[config.mk]
export PLATFORM = sky130hd
export DESIGN_NAME = xbar_prog_master
export DESIGN_NICKNAME = d
export VERILOG_FILES = /design/src/rtl/xbar_prog_pkg.sv /design/src/rtl/xbar_prog_ctrl.sv /design/src/rtl/xbar_prog_dp.sv /design/src/rtl/xbar_prog_master.sv
export SDC_FILE = /design/constraint.sdc
export NUM_CORES = 1
export LEC_CHECK = 0
export BUFFER_PORTS_ARGS = -buffer_cell sky130_fd_sc_hd__buf_2
export CAP_MARGIN = 5
export CORE_ASPECT_RATIO = 1.25
export CORE_UTILIZATION = 62
export CTS_BUF_LIST = sky130_fd_sc_hd__clkbuf_2 sky130_fd_sc_hd__clkbuf_4 sky130_fd_sc_hd__clkbuf_8
export CTS_CLUSTER_SIZE = 24
export DETAILED_ROUTE_END_ITERATION = 8
export GPL_ROUTABILITY_DRIVEN = 0
export PLACE_DENSITY = 0.88
export SYNTH_ARGS = -nofsm -noshare
export SYNTH_HDL_FRONTEND = slang
export SYNTH_SLANG_ARGS = --single-unit
[constraint.sdc]
create_clock -name clk -period 2.86 [get_ports clk]
set_clock_uncertainty 0.05 [all_clocks]
set_input_delay 0.429 -clock clk [delete_from_list [all_inputs] [get_ports clk]]
set_output_delay 0.429 -clock clk [all_outputs]
set_load 0.05 [all_outputs]
[src/rtl/xbar_prog_pkg.sv]
package xbar_prog_pkg;

  typedef enum logic [2:0] {
    PH_IDLE,
    PH_LOW,
    PH_HIGH,
    PH_LEAD,
    PH_LATCH,
    PH_TRAIL
  } phase_t;

  // strobes from control to datapath
  typedef struct packed {
    logic load;   // capture packed map into shift register
    logic shift;  // present next bit on serData
    logic clear;  // return serData to 0
  } dp_ctrl_t;

  function automatic int maxInt(input int a, input int b);
    return (a > b) ? a : b;
  endfunction

endpackage

[src/rtl/xbar_prog_ctrl.sv]
module xbar_prog_ctrl
  import xbar_prog_pkg::*;
#(
  parameter int WORD_W        = 32,
  parameter int HALF_CNT      = 12,
  parameter int SETUP_CNT     = 4,
  parameter int LATCH_CNT     = 12,
  parameter int LEAD_GAP_CNT  = 12,
  parameter int TRAIL_GAP_CNT = 12
) (
  input  logic     clk,
  input  logic     rst,
  input  logic     startReq,
  output dp_ctrl_t dpCtrl,
  output logic     serClk,
  output logic     latchEn,
  output logic     busy,
  output logic     done
);

  localparam int MAX_CNT = maxInt(maxInt(HALF_CNT, LATCH_CNT),
                                  maxInt(LEAD_GAP_CNT, TRAIL_GAP_CNT));
  localparam int CNT_W   = $clog2(MAX_CNT + 1);
  localparam int BIT_W   = $clog2(WORD_W);

  localparam logic [CNT_W-1:0] HALF_LAST  = CNT_W'(HALF_CNT - 1);
  localparam logic [CNT_W-1:0] SHIFT_AT   = CNT_W'(HALF_CNT - SETUP_CNT - 1);
  localparam logic [CNT_W-1:0] LATCH_LAST = CNT_W'(LATCH_CNT - 1);
  localparam logic [CNT_W-1:0] LEAD_LAST  = CNT_W'(LEAD_GAP_CNT - 1);
  localparam logic [CNT_W-1:0] TRAIL_LAST = CNT_W'(TRAIL_GAP_CNT - 1);
  localparam logic [BIT_W-1:0] BIT_LAST   = BIT_W'(WORD_W - 1);

  phase_t           phase;
  logic [CNT_W-1:0] cnt;
  logic [BIT_W-1:0] bitIdx;
  logic             doneReg;

  always_ff @(posedge clk) begin
    if (rst) begin
      phase   <= PH_IDLE;
      cnt     <= '0;
      bitIdx  <= '0;
      doneReg <= 1'b0;
    end else begin
      doneReg <= 1'b0;
      case (phase)
        PH_IDLE: begin
          if (startReq) begin
            phase  <= PH_LOW;
            cnt    <= '0;
            bitIdx <= '0;
          end
        end
        PH_LOW: begin
          if (cnt == HALF_LAST) begin
            phase <= PH_HIGH;
            cnt   <= '0;
          end else begin
            cnt <= cnt + 1'b1;
          end
        end
        PH_HIGH: begin
          if (cnt == HALF_LAST) begin
            cnt <= '0;
            if (bitIdx == BIT_LAST) begin
              phase <= PH_LEAD;
            end else begin
              phase  <= PH_LOW;
              bitIdx <= bitIdx + 1'b1;
            end
          end else begin
            cnt <= cnt + 1'b1;
          end
        end
        PH_LEAD: begin
          if (cnt == LEAD_LAST) begin
            phase <= PH_LATCH;
            cnt   <= '0;
          end else begin
            cnt <= cnt + 1'b1;
          end
        end
        PH_LATCH: begin
          if (cnt == LATCH_LAST) begin
            phase <= PH_TRAIL;
            cnt   <= '0;
          end else begin
            cnt <= cnt + 1'b1;
          end
        end
        PH_TRAIL: begin
          if (cnt == TRAIL_LAST) begin
            phase   <= PH_IDLE;
            cnt     <= '0;
            doneReg <= 1'b1;
          end else begin
            cnt <= cnt + 1'b1;
          end
        end
        default: phase <= PH_IDLE;
      endcase
    end
  end

  always_comb begin
    dpCtrl.load  = (phase == PH_IDLE) && startReq;
    dpCtrl.shift = (phase == PH_LOW) && (cnt == SHIFT_AT);
    dpCtrl.clear = (phase == PH_TRAIL) && (cnt == TRAIL_LAST);
  end

  assign serClk  = (phase == PH_HIGH);
  assign latchEn = (phase == PH_LATCH);
  assign busy    = (phase != PH_IDLE);
  assign done    = doneReg;

endmodule

[src/rtl/xbar_prog_dp.sv]
module xbar_prog_dp
  import xbar_prog_pkg::*;
#(
  parameter int NUM_IN  = 4,
  parameter int NUM_OUT = 6,
  parameter int GROUP_W = 8
) (
  input  logic                       clk,
  input  logic                       rst,
  input  dp_ctrl_t                   dpCtrl,
  input  logic [NUM_IN*NUM_OUT-1:0]  mapIn,
  output logic                       serData
);

  localparam int WORD_W = NUM_IN * GROUP_W;

  logic [WORD_W-1:0] packedWord;
  logic [WORD_W-1:0] shiftReg;

  for (genvar gi = 0; gi < NUM_IN; gi++) begin : g_in
    for (genvar gb = 0; gb < GROUP_W; gb++) begin : g_bit
      if (gb < NUM_OUT) begin : g_used
        assign packedWord[gi*GROUP_W+gb] = mapIn[gi*NUM_OUT+gb];
      end else begin : g_pad
        assign packedWord[gi*GROUP_W+gb] = 1'b0;
      end
    end
  end

  always_ff @(posedge clk) begin
    if (rst) begin
      shiftReg <= '0;
      serData  <= 1'b0;
    end else begin
      if (dpCtrl.load) begin
        shiftReg <= packedWord;
      end else if (dpCtrl.shift) begin
        shiftReg <= shiftReg >> 1;
      end
      if (dpCtrl.shift) begin
        serData <= shiftReg[0];
      end else if (dpCtrl.clear) begin
        serData <= 1'b0;
      end
    end
  end

endmodule

[src/rtl/xbar_prog_master.sv]
module xbar_prog_master
  import xbar_prog_pkg::*;
#(
  parameter int NUM_IN        = 4,
  parameter int NUM_OUT       = 6,
  parameter int GROUP_W       = 8,
  parameter int SYS_PERIOD_PS = 5000,
  parameter int HALF_CNT      = 12,
  parameter int SETUP_CNT     = 4,
  parameter int LATCH_CNT     = 12,
  parameter int LEAD_GAP_CNT  = 12,
  parameter int TRAIL_GAP_CNT = 12
) (
  input  logic                      clk,
  input  logic                      rst,
  input  logic [NUM_IN*NUM_OUT-1:0] mapIn,
  input  logic                      startReq,
  output logic                      serClk,
  output logic                      serData,
  output logic                      latchEn,
  output logic                      busy,
  output logic                      done
);

  localparam int WORD_W     = NUM_IN * GROUP_W;
  localparam int MIN_HALF   = 60000;
  localparam int MIN_PERIOD = 100000;
  localparam int MIN_SETUP  = 20000;
  localparam int MIN_HOLD   = 20000;
  localparam int MIN_LATCH  = 60000;
  localparam int MIN_GAP    = 60000;

  if (GROUP_W < NUM_OUT) begin : g_bad_group
    $error("group width too small for output count");
  end
  if (HALF_CNT * SYS_PERIOD_PS < MIN_HALF ||
      2 * HALF_CNT * SYS_PERIOD_PS < MIN_PERIOD) begin : g_bad_half
    $error("serial clock half period too short");
  end
  if (SETUP_CNT < 1 || SETUP_CNT > HALF_CNT ||
      SETUP_CNT * SYS_PERIOD_PS < MIN_SETUP) begin : g_bad_setup
    $error("data setup count out of range");
  end
  if ((2 * HALF_CNT - SETUP_CNT) * SYS_PERIOD_PS < MIN_HOLD) begin : g_bad_hold
    $error("data hold time too short");
  end
  if (LATCH_CNT * SYS_PERIOD_PS < MIN_LATCH) begin : g_bad_latch
    $error("latch pulse too short");
  end
  if (LEAD_GAP_CNT * SYS_PERIOD_PS < MIN_GAP ||
      TRAIL_GAP_CNT * SYS_PERIOD_PS < MIN_GAP) begin : g_bad_gap
    $error("latch gap too short");
  end

  dp_ctrl_t dpCtrl;

  xbar_prog_ctrl #(
    .WORD_W        (WORD_W),
    .HALF_CNT      (HALF_CNT),
    .SETUP_CNT     (SETUP_CNT),
    .LATCH_CNT     (LATCH_CNT),
    .LEAD_GAP_CNT  (LEAD_GAP_CNT),
    .TRAIL_GAP_CNT (TRAIL_GAP_CNT)
  ) u_ctrl (
    .clk      (clk),
    .rst      (rst),
    .startReq (startReq),
    .dpCtrl   (dpCtrl),
    .serClk   (serClk),
    .latchEn  (latchEn),
    .busy     (busy),
    .done     (done)
  );

  xbar_prog_dp #(
    .NUM_IN  (NUM_IN),
    .NUM_OUT (NUM_OUT),
    .GROUP_W (GROUP_W)
  ) u_dp (
    .clk     (clk),
    .rst     (rst),
    .dpCtrl  (dpCtrl),
    .mapIn   (mapIn),
    .serData (serData)
  );

endmodule

==> results.md <==
* Gates resized, CTS repair at 0
* Highest-count cells in the layout ignoring fill and taps: 44 x sky130_fd_sc_hd__dfxtp_1, 40 x sky130_fd_sc_hd__nand2_1, 32 x sky130_fd_sc_hd__a21oi_1
* Number of synthesized flops with an enable pin at 0
* Worst reg2reg path depth at 3
* Most used DFF post-synth: sky130_fd_sc_hd__dfxtp_1
* Routed via count at approximately 1.7k
* Data required time of the critical path at roughly 3100 ps
* Hold Crit Endpoint: u_dp.shiftReg[29]
* Ratio of final minimum period to clock period at 0.733
* Peak VDD IR at 0.516 mV
* Startpoint of the worst-slack reg-to-reg timing path: u_ctrl.phase[2]
* Status: finished, final reports clean
* CTS Sinks at 44
* Design Power at 1.13 mW
* Wire length of the first global-routing pass at roughly 6400 um
* Count of yosys warnings during synthesis at 0
* Number of top-level pins at 32
* Number of instances in the synthesized netlist at 230
* Vias per std cell at roughly 5.8
* Worst-skew pair later-pin latency at around 340 ps
* Number of design-rule violations left by the first detailed-router iteration at a little over 60
* Share of async-settable or async-resettable flops after synthesis at 0
* Post-synthesis register bit count at 44
* Die area at roughly 3400 sq um
* Most frequent standard cell in the layout excluding fill and tap cells: sky130_fd_sc_hd__dfxtp_1
* Root buf cell: sky130_fd_sc_hd__clkbuf_4
* Number of detailed-routing iterations run before antenna repair at 5
* Max Cap Viol at 0
* Number of rows in the core area at 22
* Effective utilization at floorplan at 0.659
* Routed wire length at approximately 3800 um
* Count of different cell masters after synthesis at 40
* DRT antenna net count at 0
* Number of buffers added by the clock tree synthesis step at 5
* DR DRC count at 0
* Synthesized cell area at 1940 sq um
* Share of final-layout standard cells stronger than drive strength 1 at 0.188
* Syn Area/Cell at approximately 8.4 sq um
* Class of the tightest hold or removal check: in -> reg
* Number of instances on the worst hold path at 3
* Clock H-tree levels at 2
* Placed instance count at ~280
* Endpoint kind of the worst setup timing path: flop
* Worst-case register-to-register setup slack at 760 ps
* Port bufs at 31
* Antenna diodes at 0
* HPWL after detailed placement at around 2600 um
* Post-synthesis to final-layout area growth at 11.0%
* Endpoint of the worst-slack reg-to-reg timing path: u_ctrl.phase[1]
* Crit path DAT at 2310 ps
* Max-slew violation count at 0
* Number of nets at the end of the flow at approximately 290
* Final count of negative-setup-slack endpoints at 0
* Leakage at 0.824 nW
* Peak clock frequency supported by timing at around 480 MHz
* Average routed wire per standard cell at approximately 13 um
* Clock tree from TritonCTS: yes
* Number of global-route vias before repair at around 1.5k
* Tmin final at around 2100 ps
* Global-route congestion overflow total at 0
* Pin slew with the least headroom to its limit at 780 ps
* Antenna violations before repair at 0
* Final Hold Fails at 0
* Postcts setup bufs at 0
* Cell Count, Final, Fillers Out at 292
* Share of the yosys chip area belonging to registers at 0.454
* Post-Synthesis Net Count at 260
* Power density cells at approximately 530 nW/um^2
* Hold buffer count at cts at 0
* Die X at ~52 um
* Worst Path Max Fanout at 24
* Total GRT Usage at 0.252
* Type of the setup path with the least slack: reg -> reg
* CTS max path bufs at 2
* Clock-pin slew on the worst setup and hold paths at roughly 120 ps
* Maximum number of pins on one net before global-route repair at 27
* Setup repair after global routing missed its margin: false
* Min-Delay Startpoint: mapIn[23]
* Setup_tns at 0 ps
* Area inside the core boundary at slightly below 3000 sq um
* Share of the core filled with cells in the final layout at 0.732
* Startpoint kind of the worst setup timing path: flop
* Worst rel slew slack at 0.480
* Die Ht at ~65 um
-- worst max-delay path by stage --
stage / start / endpoint / slack (ps)
after global placement: u_ctrl.phase[2] / u_ctrl.bitIdx[4] / 820
after detailed placement: u_ctrl.phase[2] / u_ctrl.phase[1] / 790
after floorplan: u_ctrl.phase[1] / serClk / 720
final: u_ctrl.phase[2] / u_ctrl.phase[1] / 760
after CTS: u_ctrl.phase[2] / u_ctrl.phase[1] / 770
after global routing: u_ctrl.phase[2] / u_ctrl.phase[1] / 530
-- critical path: stages (launching register included) --
cell and delay (ps):
sky130_fd_sc_hd__dfxtp_1 630, sky130_fd_sc_hd__or4b_1 710, sky130_fd_sc_hd__nand2b_1 310, sky130_fd_sc_hd__nor4_1 300
-- area by class of cell --
| type | count | area [sq um] |
|---|---|---|
| multi-input combinational | 164 | 960 |
| sequential | 44 | 881 |
| fill | 246 | 790 |
| timing repair buffer | 35 | 185 |
| clock buffer | 7 | 58.8 |
| tap | 36 | 45.0 |
| inverter | 5 | 18.8 |
| clock inverter | 1 | 7.51 |
-- synthesized netlist by cell type, drive strengths merged, types with 3 or more instances --
cell type,n,area (sq um)
a22oi,19,143
or3,4,25.0
nand2,40,150
inv,5,18.8
clkbuf,6,22.5
nor2,12,45.0
a21oi,32,160
ha,3,37.5
a311oi,4,41.3
buf,11,66.3
mux2i,3,30.0
dfxtp,44,881
nand3,13,70.1
nor3,4,25.0
and2,4,25.0
-- metal layers --
metal	track usage	up-vias	wire, um
met3	0.0704	4	177
met2	0.428	32	1910
met5	0	-	0
met1	0.302	785	1680
met4	0.0709	0	35
li1	-	875	-
-- stage by stage --
stage,setup WS [ps],hold WS (ps),area (sq um)
3_3_place_gp,816,393,2090
6_report,763,261,2160
3_5_place_dp,792,397,2090
2_1_floorplan,724,382,1940
5_1_grt,528,254,2160
4_1_cts,774,246,2160
-- state kept, by name, summed over array words and instances, names as in the netlist --
| register | count |
|---|---|
| u_dp.serData | 1 |
| u_ctrl.bitIdx | 5 |
| u_dp.shiftReg | 30 |
| u_ctrl.cnt | 4 |
| u_ctrl.phase | 3 |
| u_ctrl.done | 1 |
-- power breakdown --
part	internal [mW]	switching, mW	total (mW)	leakage [nW]
clock	0.130	0.186	0.316	0.0349
sequential	0.644	0.0240	0.668	0.359
combinational	0.0612	0.0884	0.150	0.431
-- cell families (layout without fill, tap and decap cells) --
| group | Yosys count | after routing | synth area share |
|---|---|---|---|
| adder cells (fa/ha/maj) | 3 | 3 | 0.0193 |
| buffers and inverters | 22 | 48 | 0.0554 |
| multiplexers | 4 | 4 | 0.0213 |
| flip-flops | 44 | 44 | 0.454 |
| AND/OR/NAND/NOR | 90 | 90 | 0.229 |
| AO/OA/AOI/OAI | 67 | 67 | 0.221 |
(Power assumes the default switching activity.)
